$ cat config.mk
export PLATFORM = sky130hd
export DESIGN_NAME = i2c_cond_seq
export DESIGN_NICKNAME = d
export VERILOG_FILES = /design/src/rtl/i2c_cond_seq_pkg.sv /design/src/rtl/i2c_cond_seq_regs.sv /design/src/rtl/i2c_cond_seq_timer.sv /design/src/rtl/i2c_cond_seq_engine.sv /design/src/rtl/i2c_cond_seq.sv
export SDC_FILE = /design/constraint.sdc
export NUM_CORES = 1
export LEC_CHECK = 0
export ABC_AREA = 1
export BUFFER_PORTS_ARGS = -buffer_cell sky130_fd_sc_hd__buf_2
export CORE_ASPECT_RATIO = 1.4
export CORE_MARGIN = 1
export CORE_UTILIZATION = 30
export CTS_CLUSTER_DIAMETER = 30
export DETAILED_ROUTE_END_ITERATION = 8
export GPL_TIMING_DRIVEN = 0
export HOLD_SLACK_MARGIN = 0.08
export PLACE_DENSITY = 0.45
export SETUP_SLACK_MARGIN = 0.3
export SKIP_CTS_REPAIR_TIMING = 1
export SLEW_MARGIN = 5
export SYNTH_ARGS = -nofsm -noshare
export SYNTH_HDL_FRONTEND = slang
export SYNTH_SLANG_ARGS = --single-unit
$ cat constraint.sdc
create_clock -name clk -period 6.25 [get_ports clk]
set_input_delay 0.3125 -clock clk [delete_from_list [all_inputs] [get_ports clk]]
set_output_delay 0.3125 -clock clk [all_outputs]
set_load 0.01 [all_outputs]
$ cat src/rtl/i2c_cond_seq_pkg.sv
package i2c_cond_seq_pkg;

  localparam int unsigned REG_W  = 8;
  localparam int unsigned ADDR_W = 3;

  localparam logic [ADDR_W-1:0] A_CTRL  = 3'd0;
  localparam logic [ADDR_W-1:0] A_DATA  = 3'd1;
  localparam logic [ADDR_W-1:0] A_STAT  = 3'd2;
  localparam logic [ADDR_W-1:0] A_IEN   = 3'd3;
  localparam logic [ADDR_W-1:0] A_TLOW  = 3'd4;
  localparam logic [ADDR_W-1:0] A_THIGH = 3'd5;

  typedef enum logic [1:0] {
    OP_NONE  = 2'd0,
    OP_START = 2'd1,
    OP_STOP  = 2'd2,
    OP_RSVD  = 2'd3
  } bus_op_e;

  typedef enum logic [3:0] {
    SQ_IDLE,
    SQ_RS_LOW,
    SQ_ST_SETUP,
    SQ_ST_HOLD,
    SQ_SP_LOW,
    SQ_SP_HIGH,
    SQ_SP_REL,
    SQ_BIT_LOW,
    SQ_BIT_HIGH,
    SQ_ACK_LOW,
    SQ_ACK_HIGH
  } seq_state_e;

endpackage

$ cat src/rtl/i2c_cond_seq_regs.sv
module i2c_cond_seq_regs
  import i2c_cond_seq_pkg::*;
#(
  parameter int unsigned PHASE_W   = 8,
  parameter int unsigned DEF_TLOW  = 5,
  parameter int unsigned DEF_THIGH = 4
) (
  input  logic               clk,
  input  logic               rst_n,
  input  logic               reg_we,
  input  logic [ADDR_W-1:0]  reg_addr,
  input  logic [REG_W-1:0]   reg_wdata,
  output logic [REG_W-1:0]   reg_rdata,
  input  logic               busy,
  input  logic               done_pulse,
  input  logic               nak,
  output logic               cmd_go,
  output logic               cmd_stop,
  output logic               cmd_rs,
  output logic               byte_go,
  output logic [7:0]         byte_val,
  output logic               ien,
  output logic               done,
  output logic [PHASE_W-1:0] tlow,
  output logic [PHASE_W-1:0] thigh
);

  logic               en_q, en_d;
  logic [1:0]         op_q, op_d;
  logic               rs_q, rs_d;
  logic [7:0]         dat_q, dat_d;
  logic               ien_q, ien_d;
  logic               done_q, done_d;
  logic [PHASE_W-1:0] tlow_q, tlow_d;
  logic [PHASE_W-1:0] thigh_q, thigh_d;

  logic wr_ctrl, wr_data, wr_stat, wr_ien, wr_tlow, wr_thigh;
  logic new_op_start, new_op_stop;

  always_comb begin
    wr_ctrl  = reg_we && (reg_addr == A_CTRL) && !busy;
    wr_data  = reg_we && (reg_addr == A_DATA) && !busy;
    wr_stat  = reg_we && (reg_addr == A_STAT);
    wr_ien   = reg_we && (reg_addr == A_IEN);
    wr_tlow  = reg_we && (reg_addr == A_TLOW);
    wr_thigh = reg_we && (reg_addr == A_THIGH);

    new_op_start = (reg_wdata[2:1] == OP_START);
    new_op_stop  = (reg_wdata[2:1] == OP_STOP);

    cmd_go   = wr_ctrl && reg_wdata[0] && (new_op_start || new_op_stop);
    cmd_stop = new_op_stop;
    cmd_rs   = reg_wdata[3];
    byte_go  = wr_data && en_q;
    byte_val = reg_wdata[7:0];
  end

  always_comb begin
    en_d    = en_q;
    op_d    = op_q;
    rs_d    = rs_q;
    dat_d   = dat_q;
    ien_d   = ien_q;
    done_d  = done_q;
    tlow_d  = tlow_q;
    thigh_d = thigh_q;
    if (wr_ctrl) begin
      en_d = reg_wdata[0];
      op_d = reg_wdata[2:1];
      rs_d = reg_wdata[3];
    end
    if (wr_data)  dat_d   = reg_wdata[7:0];
    if (wr_ien)   ien_d   = reg_wdata[0];
    if (wr_tlow)  tlow_d  = reg_wdata[PHASE_W-1:0];
    if (wr_thigh) thigh_d = reg_wdata[PHASE_W-1:0];
    if (wr_stat && reg_wdata[1]) done_d = 1'b0;
    if (done_pulse) done_d = 1'b1;
  end

  always_ff @(posedge clk or negedge rst_n) begin
    if (!rst_n) begin
      en_q    <= 1'b0;
      op_q    <= 2'b00;
      rs_q    <= 1'b0;
      dat_q   <= '0;
      ien_q   <= 1'b0;
      done_q  <= 1'b0;
      tlow_q  <= PHASE_W'(DEF_TLOW);
      thigh_q <= PHASE_W'(DEF_THIGH);
    end else begin
      en_q    <= en_d;
      op_q    <= op_d;
      rs_q    <= rs_d;
      dat_q   <= dat_d;
      ien_q   <= ien_d;
      done_q  <= done_d;
      tlow_q  <= tlow_d;
      thigh_q <= thigh_d;
    end
  end

  always_comb begin
    reg_rdata = '0;
    case (reg_addr)
      A_CTRL:  reg_rdata = {4'b0000, nak, op_q, en_q};
      A_DATA:  reg_rdata = dat_q;
      A_STAT:  reg_rdata = {6'b000000, done_q, busy};
      A_IEN:   reg_rdata = {7'b0000000, ien_q};
      A_TLOW:  reg_rdata = REG_W'(tlow_q);
      A_THIGH: reg_rdata = REG_W'(thigh_q);
      default: reg_rdata = '0;
    endcase
  end

  assign ien   = ien_q;
  assign done  = done_q;
  assign tlow  = tlow_q;
  assign thigh = thigh_q;

  logic unused_rs;
  assign unused_rs = rs_q;

endmodule

$ cat src/rtl/i2c_cond_seq_timer.sv
module i2c_cond_seq_timer #(
  parameter int unsigned PHASE_W = 8
) (
  input  logic               clk,
  input  logic               rst_n,
  input  logic               load,
  input  logic               use_high,
  input  logic [PHASE_W-1:0] tlow,
  input  logic [PHASE_W-1:0] thigh,
  output logic               last
);

  logic [PHASE_W-1:0] cnt_q, cnt_d;
  logic [PHASE_W-1:0] len;

  always_comb begin
    len = use_high ? thigh : tlow;
    if (len == '0) len = PHASE_W'(1);
    cnt_d = cnt_q;
    if (load)             cnt_d = len - PHASE_W'(1);
    else if (cnt_q != '0) cnt_d = cnt_q - PHASE_W'(1);
    last = (cnt_q == '0);
  end

  always_ff @(posedge clk or negedge rst_n) begin
    if (!rst_n) cnt_q <= '0;
    else        cnt_q <= cnt_d;
  end

endmodule

$ cat src/rtl/i2c_cond_seq_engine.sv
module i2c_cond_seq_engine
  import i2c_cond_seq_pkg::*;
(
  input  logic       clk,
  input  logic       rst_n,
  input  logic       cmd_go,
  input  logic       cmd_stop,
  input  logic       cmd_rs,
  input  logic       byte_go,
  input  logic [7:0] byte_val,
  input  logic       phase_last,
  input  logic       sda_in,
  output logic       tmr_load,
  output logic       tmr_high,
  output logic       busy,
  output logic       done_pulse,
  output logic       nak,
  output logic       scl_drv,
  output logic       sda_drv,
  output logic       in_byte
);

  seq_state_e state_q, state_d;
  logic [2:0] bit_q, bit_d;
  logic [7:0] sh_q, sh_d;
  logic       hold_scl_q, hold_scl_d;
  logic       hold_sda_q, hold_sda_d;
  logic       nak_q, nak_d;

  always_comb begin
    state_d    = state_q;
    bit_d      = bit_q;
    sh_d       = sh_q;
    hold_scl_d = hold_scl_q;
    hold_sda_d = hold_sda_q;
    nak_d      = nak_q;
    tmr_load   = 1'b0;
    tmr_high   = 1'b0;
    done_pulse = 1'b0;
    case (state_q)
      SQ_IDLE: begin
        if (cmd_go) begin
          tmr_load = 1'b1;
          if (cmd_stop) begin
            state_d = SQ_SP_LOW;
          end else if (cmd_rs) begin
            state_d = SQ_RS_LOW;
          end else begin
            state_d  = SQ_ST_SETUP;
            tmr_high = 1'b1;
          end
        end else if (byte_go) begin
          tmr_load = 1'b1;
          sh_d     = byte_val;
          bit_d    = 3'd7;
          state_d  = SQ_BIT_LOW;
        end
      end
      SQ_RS_LOW: if (phase_last) begin
        state_d = SQ_ST_SETUP; tmr_load = 1'b1; tmr_high = 1'b1;
      end
      SQ_ST_SETUP: if (phase_last) begin
        state_d = SQ_ST_HOLD; tmr_load = 1'b1; tmr_high = 1'b1;
      end
      SQ_ST_HOLD: if (phase_last) begin
        state_d = SQ_IDLE; hold_scl_d = 1'b1; hold_sda_d = 1'b1; done_pulse = 1'b1;
      end
      SQ_SP_LOW: if (phase_last) begin
        state_d = SQ_SP_HIGH; tmr_load = 1'b1; tmr_high = 1'b1;
      end
      SQ_SP_HIGH: if (phase_last) begin
        state_d = SQ_SP_REL; tmr_load = 1'b1; tmr_high = 1'b1;
      end
      SQ_SP_REL: if (phase_last) begin
        state_d = SQ_IDLE; hold_scl_d = 1'b0; hold_sda_d = 1'b0; done_pulse = 1'b1;
      end
      SQ_BIT_LOW: if (phase_last) begin
        state_d = SQ_BIT_HIGH; tmr_load = 1'b1; tmr_high = 1'b1;
      end
      SQ_BIT_HIGH: if (phase_last) begin
        tmr_load = 1'b1;
        if (bit_q == 3'd0) begin
          state_d = SQ_ACK_LOW;
        end else begin
          bit_d   = bit_q - 3'd1;
          sh_d    = {sh_q[6:0], 1'b0};
          state_d = SQ_BIT_LOW;
        end
      end
      SQ_ACK_LOW: if (phase_last) begin
        state_d = SQ_ACK_HIGH; tmr_load = 1'b1; tmr_high = 1'b1;
      end
      SQ_ACK_HIGH: if (phase_last) begin
        nak_d      = sda_in;
        state_d    = SQ_IDLE;
        hold_scl_d = 1'b1;
        hold_sda_d = 1'b0;
        done_pulse = 1'b1;
      end
      default: state_d = SQ_IDLE;
    endcase
  end

  always_comb begin
    scl_drv = 1'b0;
    sda_drv = 1'b0;
    case (state_q)
      SQ_IDLE:     begin scl_drv = hold_scl_q; sda_drv = hold_sda_q; end
      SQ_RS_LOW:   begin scl_drv = 1'b1; sda_drv = 1'b0; end
      SQ_ST_SETUP: begin scl_drv = 1'b0; sda_drv = 1'b0; end
      SQ_ST_HOLD:  begin scl_drv = 1'b0; sda_drv = 1'b1; end
      SQ_SP_LOW:   begin scl_drv = 1'b1; sda_drv = 1'b1; end
      SQ_SP_HIGH:  begin scl_drv = 1'b0; sda_drv = 1'b1; end
      SQ_SP_REL:   begin scl_drv = 1'b0; sda_drv = 1'b0; end
      SQ_BIT_LOW:  begin scl_drv = 1'b1; sda_drv = !sh_q[7]; end
      SQ_BIT_HIGH: begin scl_drv = 1'b0; sda_drv = !sh_q[7]; end
      SQ_ACK_LOW:  begin scl_drv = 1'b1; sda_drv = 1'b0; end
      SQ_ACK_HIGH: begin scl_drv = 1'b0; sda_drv = 1'b0; end
      default:     begin scl_drv = 1'b0; sda_drv = 1'b0; end
    endcase
    busy    = (state_q != SQ_IDLE);
    in_byte = (state_q == SQ_BIT_LOW) || (state_q == SQ_BIT_HIGH) ||
              (state_q == SQ_ACK_LOW) || (state_q == SQ_ACK_HIGH);
  end

  always_ff @(posedge clk or negedge rst_n) begin
    if (!rst_n) begin
      state_q    <= SQ_IDLE;
      bit_q      <= 3'd0;
      sh_q       <= 8'h00;
      hold_scl_q <= 1'b0;
      hold_sda_q <= 1'b0;
      nak_q      <= 1'b0;
    end else begin
      state_q    <= state_d;
      bit_q      <= bit_d;
      sh_q       <= sh_d;
      hold_scl_q <= hold_scl_d;
      hold_sda_q <= hold_sda_d;
      nak_q      <= nak_d;
    end
  end

  assign nak = nak_q;

endmodule

$ cat src/rtl/i2c_cond_seq.sv
module i2c_cond_seq
  import i2c_cond_seq_pkg::*;
#(
  parameter int unsigned PHASE_W   = 8,
  parameter int unsigned DEF_TLOW  = 5,
  parameter int unsigned DEF_THIGH = 4
) (
  input  logic        clk,
  input  logic        rst_n,
  input  logic        reg_we,
  input  logic [2:0]  reg_addr,
  input  logic [7:0]  reg_wdata,
  output logic [7:0]  reg_rdata,
  input  logic        sda_i,
  output logic        scl_oe,
  output logic        sda_oe,
  output logic        irq
);

  logic               cmd_go, cmd_stop, cmd_rs, byte_go;
  logic [7:0]         byte_val;
  logic               ien, done, busy, done_pulse, nak;
  logic [PHASE_W-1:0] tlow, thigh;
  logic               tmr_load, tmr_high, phase_last;
  logic               scl_drv, sda_drv, in_byte;
  logic               scl_oe_q, sda_oe_q, byte_drv_q, irq_q;

  i2c_cond_seq_regs #(
    .PHASE_W(PHASE_W), .DEF_TLOW(DEF_TLOW), .DEF_THIGH(DEF_THIGH)
  ) u_regs (
    .clk(clk), .rst_n(rst_n), .reg_we(reg_we), .reg_addr(reg_addr),
    .reg_wdata(reg_wdata), .reg_rdata(reg_rdata), .busy(busy),
    .done_pulse(done_pulse), .nak(nak), .cmd_go(cmd_go),
    .cmd_stop(cmd_stop), .cmd_rs(cmd_rs), .byte_go(byte_go),
    .byte_val(byte_val), .ien(ien), .done(done), .tlow(tlow), .thigh(thigh)
  );

  i2c_cond_seq_timer #(.PHASE_W(PHASE_W)) u_tmr (
    .clk(clk), .rst_n(rst_n), .load(tmr_load), .use_high(tmr_high),
    .tlow(tlow), .thigh(thigh), .last(phase_last)
  );

  i2c_cond_seq_engine u_eng (
    .clk(clk), .rst_n(rst_n), .cmd_go(cmd_go), .cmd_stop(cmd_stop),
    .cmd_rs(cmd_rs), .byte_go(byte_go), .byte_val(byte_val),
    .phase_last(phase_last), .sda_in(sda_i), .tmr_load(tmr_load),
    .tmr_high(tmr_high), .busy(busy), .done_pulse(done_pulse), .nak(nak),
    .scl_drv(scl_drv), .sda_drv(sda_drv), .in_byte(in_byte)
  );

  always_ff @(posedge clk or negedge rst_n) begin
    if (!rst_n) begin
      scl_oe_q   <= 1'b0;
      sda_oe_q   <= 1'b0;
      byte_drv_q <= 1'b0;
      irq_q      <= 1'b0;
    end else begin
      scl_oe_q   <= scl_drv;
      sda_oe_q   <= sda_drv;
      byte_drv_q <= in_byte;
      irq_q      <= done && ien;
    end
  end

  assign scl_oe = scl_oe_q;
  assign sda_oe = sda_oe_q;
  assign irq    = irq_q;

endmodule

==> summary.md <==
| Metric | Value |
|---|---|
| Critical path class | flop to flop |
| Net Sw Frac | 33.7% |
| Crit-path slowest cell | dfrtp_1 |
| DRT iter0 DRCs | 114 |
| Wire length on met2 | ~4300 um |
| First-pass GRT wire length | approximately 15000 um |
| Yosys top cell by area | dfrtp_1 |
| Slew Viols, Final | 0 |
| Die height | roughly 130 um |
| Min setup slack post-route | ~3.5 ns |
| Finished Layout Cells | 586 |
| Final setup TNS | 0 ns |
| Cell family with most CP delay | simple AND/OR/NAND/NOR gates |
| Data arrival time of the worst path | roughly 3 ns |
| Max-slew headroom | approximately 47% |
| CP Cell Sequence | nor2_1 > nand4_1 > inv_1 > nand2_2 > nand2_4 > nand2_1 > nand2_1 > nand2_1 > nor2_1 > nand2_1 > nand2_1 > nand2_4 > ha_1 > and2_1 > nand3_1 > nand2_1 > a21oi_1 |
| Min Tclk post-route | around 2.8 ns |
| Synth unique cells | 46 |
| Skew-Pair Late Insertion Delay | around 0.33 ns |
| Syn_nets | ~430 |
| Cell Rows | 44 |
| WP buf/inv | 1 |
| EDFF count, synth | 0 |
| Crit Reg-Reg Endpoint | u_tmr.cnt_q[6] |
| Sequential power share | between 30% and 40% |
| Mean Syn Cell Area | 8.06 sq um |
| Reg2Reg Depth | 17 |
| Layout area overhead | 19.5% |
| Clock Sinks | between 50 and 60 |
| Hold Crit Class | input port to asynchronous set/reset pin |
| Post-DRT Antenna Nets | 0 |
| Routability cong. | 0.837 |
| Top sig layer | met4 |
| CP Capture Type | flop |
| Pre-CTS setup slack | between 3 and 4 ns |
| Drt via density | 4.73 |
| Endpoints failing hold | 0 |
| Status | complete, no violations |
| Fill cells | about 1100 |
| Critical Path Fanout Max | 10 |
| CTS tree | yes |
| Die ar. | 11400 sq um |
| Synthesized flop and latch total | slightly below 60 |
| Tot GR Track Use | between 10% and 20% |
| Post-Place Cell Area | about 3600 sq um |
| DRC errors left | 0 |
| Fin crit share | 44.6% |
| Detailed-placement wirelength estimate | approximately 6600 um |
| Clock Path Buffers | 2 |
| Post-synth top flop | dfrtp_1 |
| Clock share of power | 35.2% |
| VDD IR max | about 0.17 mV |
| Mapped cell area | ~3300 sq um |
| Setup violations, final | 0 |
| Worst Max-Slew Pin Slew | around 0.79 ns |
| Final Util | between 30% and 40% |
| Via count | 2770 |
| Switch Pwr | ~0.54 mW |
| Design internal power | approximately 1.1 mW |
| Sequential-to-total area share from yosys stat | 44.4% |
| Upper clock frequency limit | between 0.3 and 0.4 GHz |
| Initial Util | between 30% and 40% |
| Post-Route M1 WL | a little over 4000 um |
| CP dominant cell by count | nand2_1 |
| Ant diodes | 0 |
| Setup Skew | around 0.0085 ns |
| RR Startpoint | u_tmr.cnt_q[3] |
| Io pins | 26 |
| Total power | approximately 1.6 mW |
| Nets | ~460 |
| Async set or reset register ratio after synthesis | 100% |
| CP startpoint kind | flop |
| Wire per inst | between 15 and 20 um |
| Crit path required time | approximately 6.5 ns |
| IO Port Bufs | 25 |
| Largest net degree at the start of global routing | 59 |
| Root Driver | clkbuf_16 |
| Vias in the first global route | 2867 |
| Logic pwr share | 29.5% |
| R2R setup slack | ~3.5 ns |
| LEAKAGE | 1.99 nW |
| Placed cell count | 570 |
| Final Cell Area | ~3900 sq um |
| Num CTS Buffers | 9 |
| Worst-path clk slew | ~0.050 ns |
| Top-area cell type share of the netlist area | 42.0% |
| Area of the core | about 11000 sq um |
| Unrepaired setup endpoints after global routing | false |
| Max cap viols | 0 |
| Initial antenna violation count | 0 |
| Die Wd | around 90 um |
| Worst path max stage delay | approximately 0.4 ns |
| Gate Count Post-Synth | 407 |
| Met3 wire length | 228 um |
| Top cells by area, synth | dfrtp_1 42%, nand2_1 10%, inv_1 8.1% |
| First-pass DRT Iterations | 5 |
| H-tree depth | 3 |
| Pwr Density | 405 nW/um^2 |
| GRT Residual Overflow | 0 |
| Detailed Route WL | roughly 9000 um |
| Layout cells sized above 1 | a little under a fifth |
| Hold WS | roughly 0.063 ns |
| Synth warn | 0 |
-- kinds of logic (layout without fill, tap and decap cells) --
kind of cell               Yosys count  after routing  synth area share (%)
and+or+nand+nor                    177            177                  27.2
buffers and inverters               78            119                  9.80
AOI/OAI and AO/OA                   89             89                  16.9
DFF                                 58             58                  44.4
xor gates and xnor gates             1              1                 0.267
adders and majority gates            4              4                  1.53
-- power by group through the flow --
stage	clock network, mW	logic, mW	registers (mW)
2_1_floorplan	0	0.356	0.551
3_3_place_gp	0	0.468	0.564
3_5_place_dp	0	0.475	0.564
4_1_cts	0.571	0.476	0.559
5_1_grt	0.585	0.544	0.578
6_report	0.560	0.469	0.560
-- sequential cells by signal, summed over array words and instances (netlist names), 2 cells and up --
name and cells:
u_eng.bit_q 3, u_eng.sh_q 8, u_eng.state_q 4, u_regs.dat_q 8, u_regs.op_q 2, u_regs.thigh 8, u_regs.tlow 8, u_tmr.cnt_q 8
-- area by class of cell --
cell class	count	area, sq um	area share [%]
multi-input combinational	271	1500	38.4
inverter	73	279	7.12
tap	138	173	4.40
timing repair buffer	25	128	3.26
sequential	58	1460	37.1
clock buffer	12	267	6.80
buffer	5	42.5	1.09
clock inverter	4	72.6	1.85
-- worst max path at each step --
stage	cells after the start	to	from
6_report	17	u_tmr.cnt_q[6]	u_tmr.cnt_q[3]
5_1_grt	17	u_tmr.cnt_q[6]	u_tmr.cnt_q[3]
4_1_cts	17	u_tmr.cnt_q[6]	u_tmr.cnt_q[3]
3_5_place_dp	17	u_tmr.cnt_q[6]	u_tmr.cnt_q[3]
3_3_place_gp	17	u_tmr.cnt_q[6]	u_tmr.cnt_q[3]
2_1_floorplan	17	u_tmr.cnt_q[6]	u_eng.state_q[1]
-- cell usage in the layout (no fill, tap or decap), drive strengths merged, types with 5 or more instances in the layout --
| cell | n |
|---|---|
| nor2 | 41 |
| o221ai | 6 |
| nand2 | 104 |
| nand3 | 17 |
| dfrtp | 55 |
| nand4 | 5 |
| o21ai | 51 |
| inv | 73 |
| a21oi | 9 |
| clkbuf | 15 |
| a221oi | 9 |
| buf | 27 |
-- layer usage --
layer,global-route usage (%),up-vias
met5,0,-
met4,9.49,0
met3,1.93,15
met2,28.2,54
met1,21.6,1296
li1,-,1405
-- Yosys cell counts, types with 2 or more instances --
library cell  instances
nand2_1              91
inv_1                71
dfrtp_1              55
o21ai_0              47
nor2_1               31
nand3_1              13
a21oi_1               9
a221oi_1              9
nand2_2               7
nand2_4               6
nor2_2                6
o221ai_1              6
ha_1                  4
nand4_1               4
clkbuf_1              3
dfstp_2               3
nand3_2               3
nor2_4                3
nor3_1                3
o2111ai_1             3
o21ai_1               3
a211oi_1              2
nor3b_1               2
Note: power is estimated with default switching activity, not from simulation.
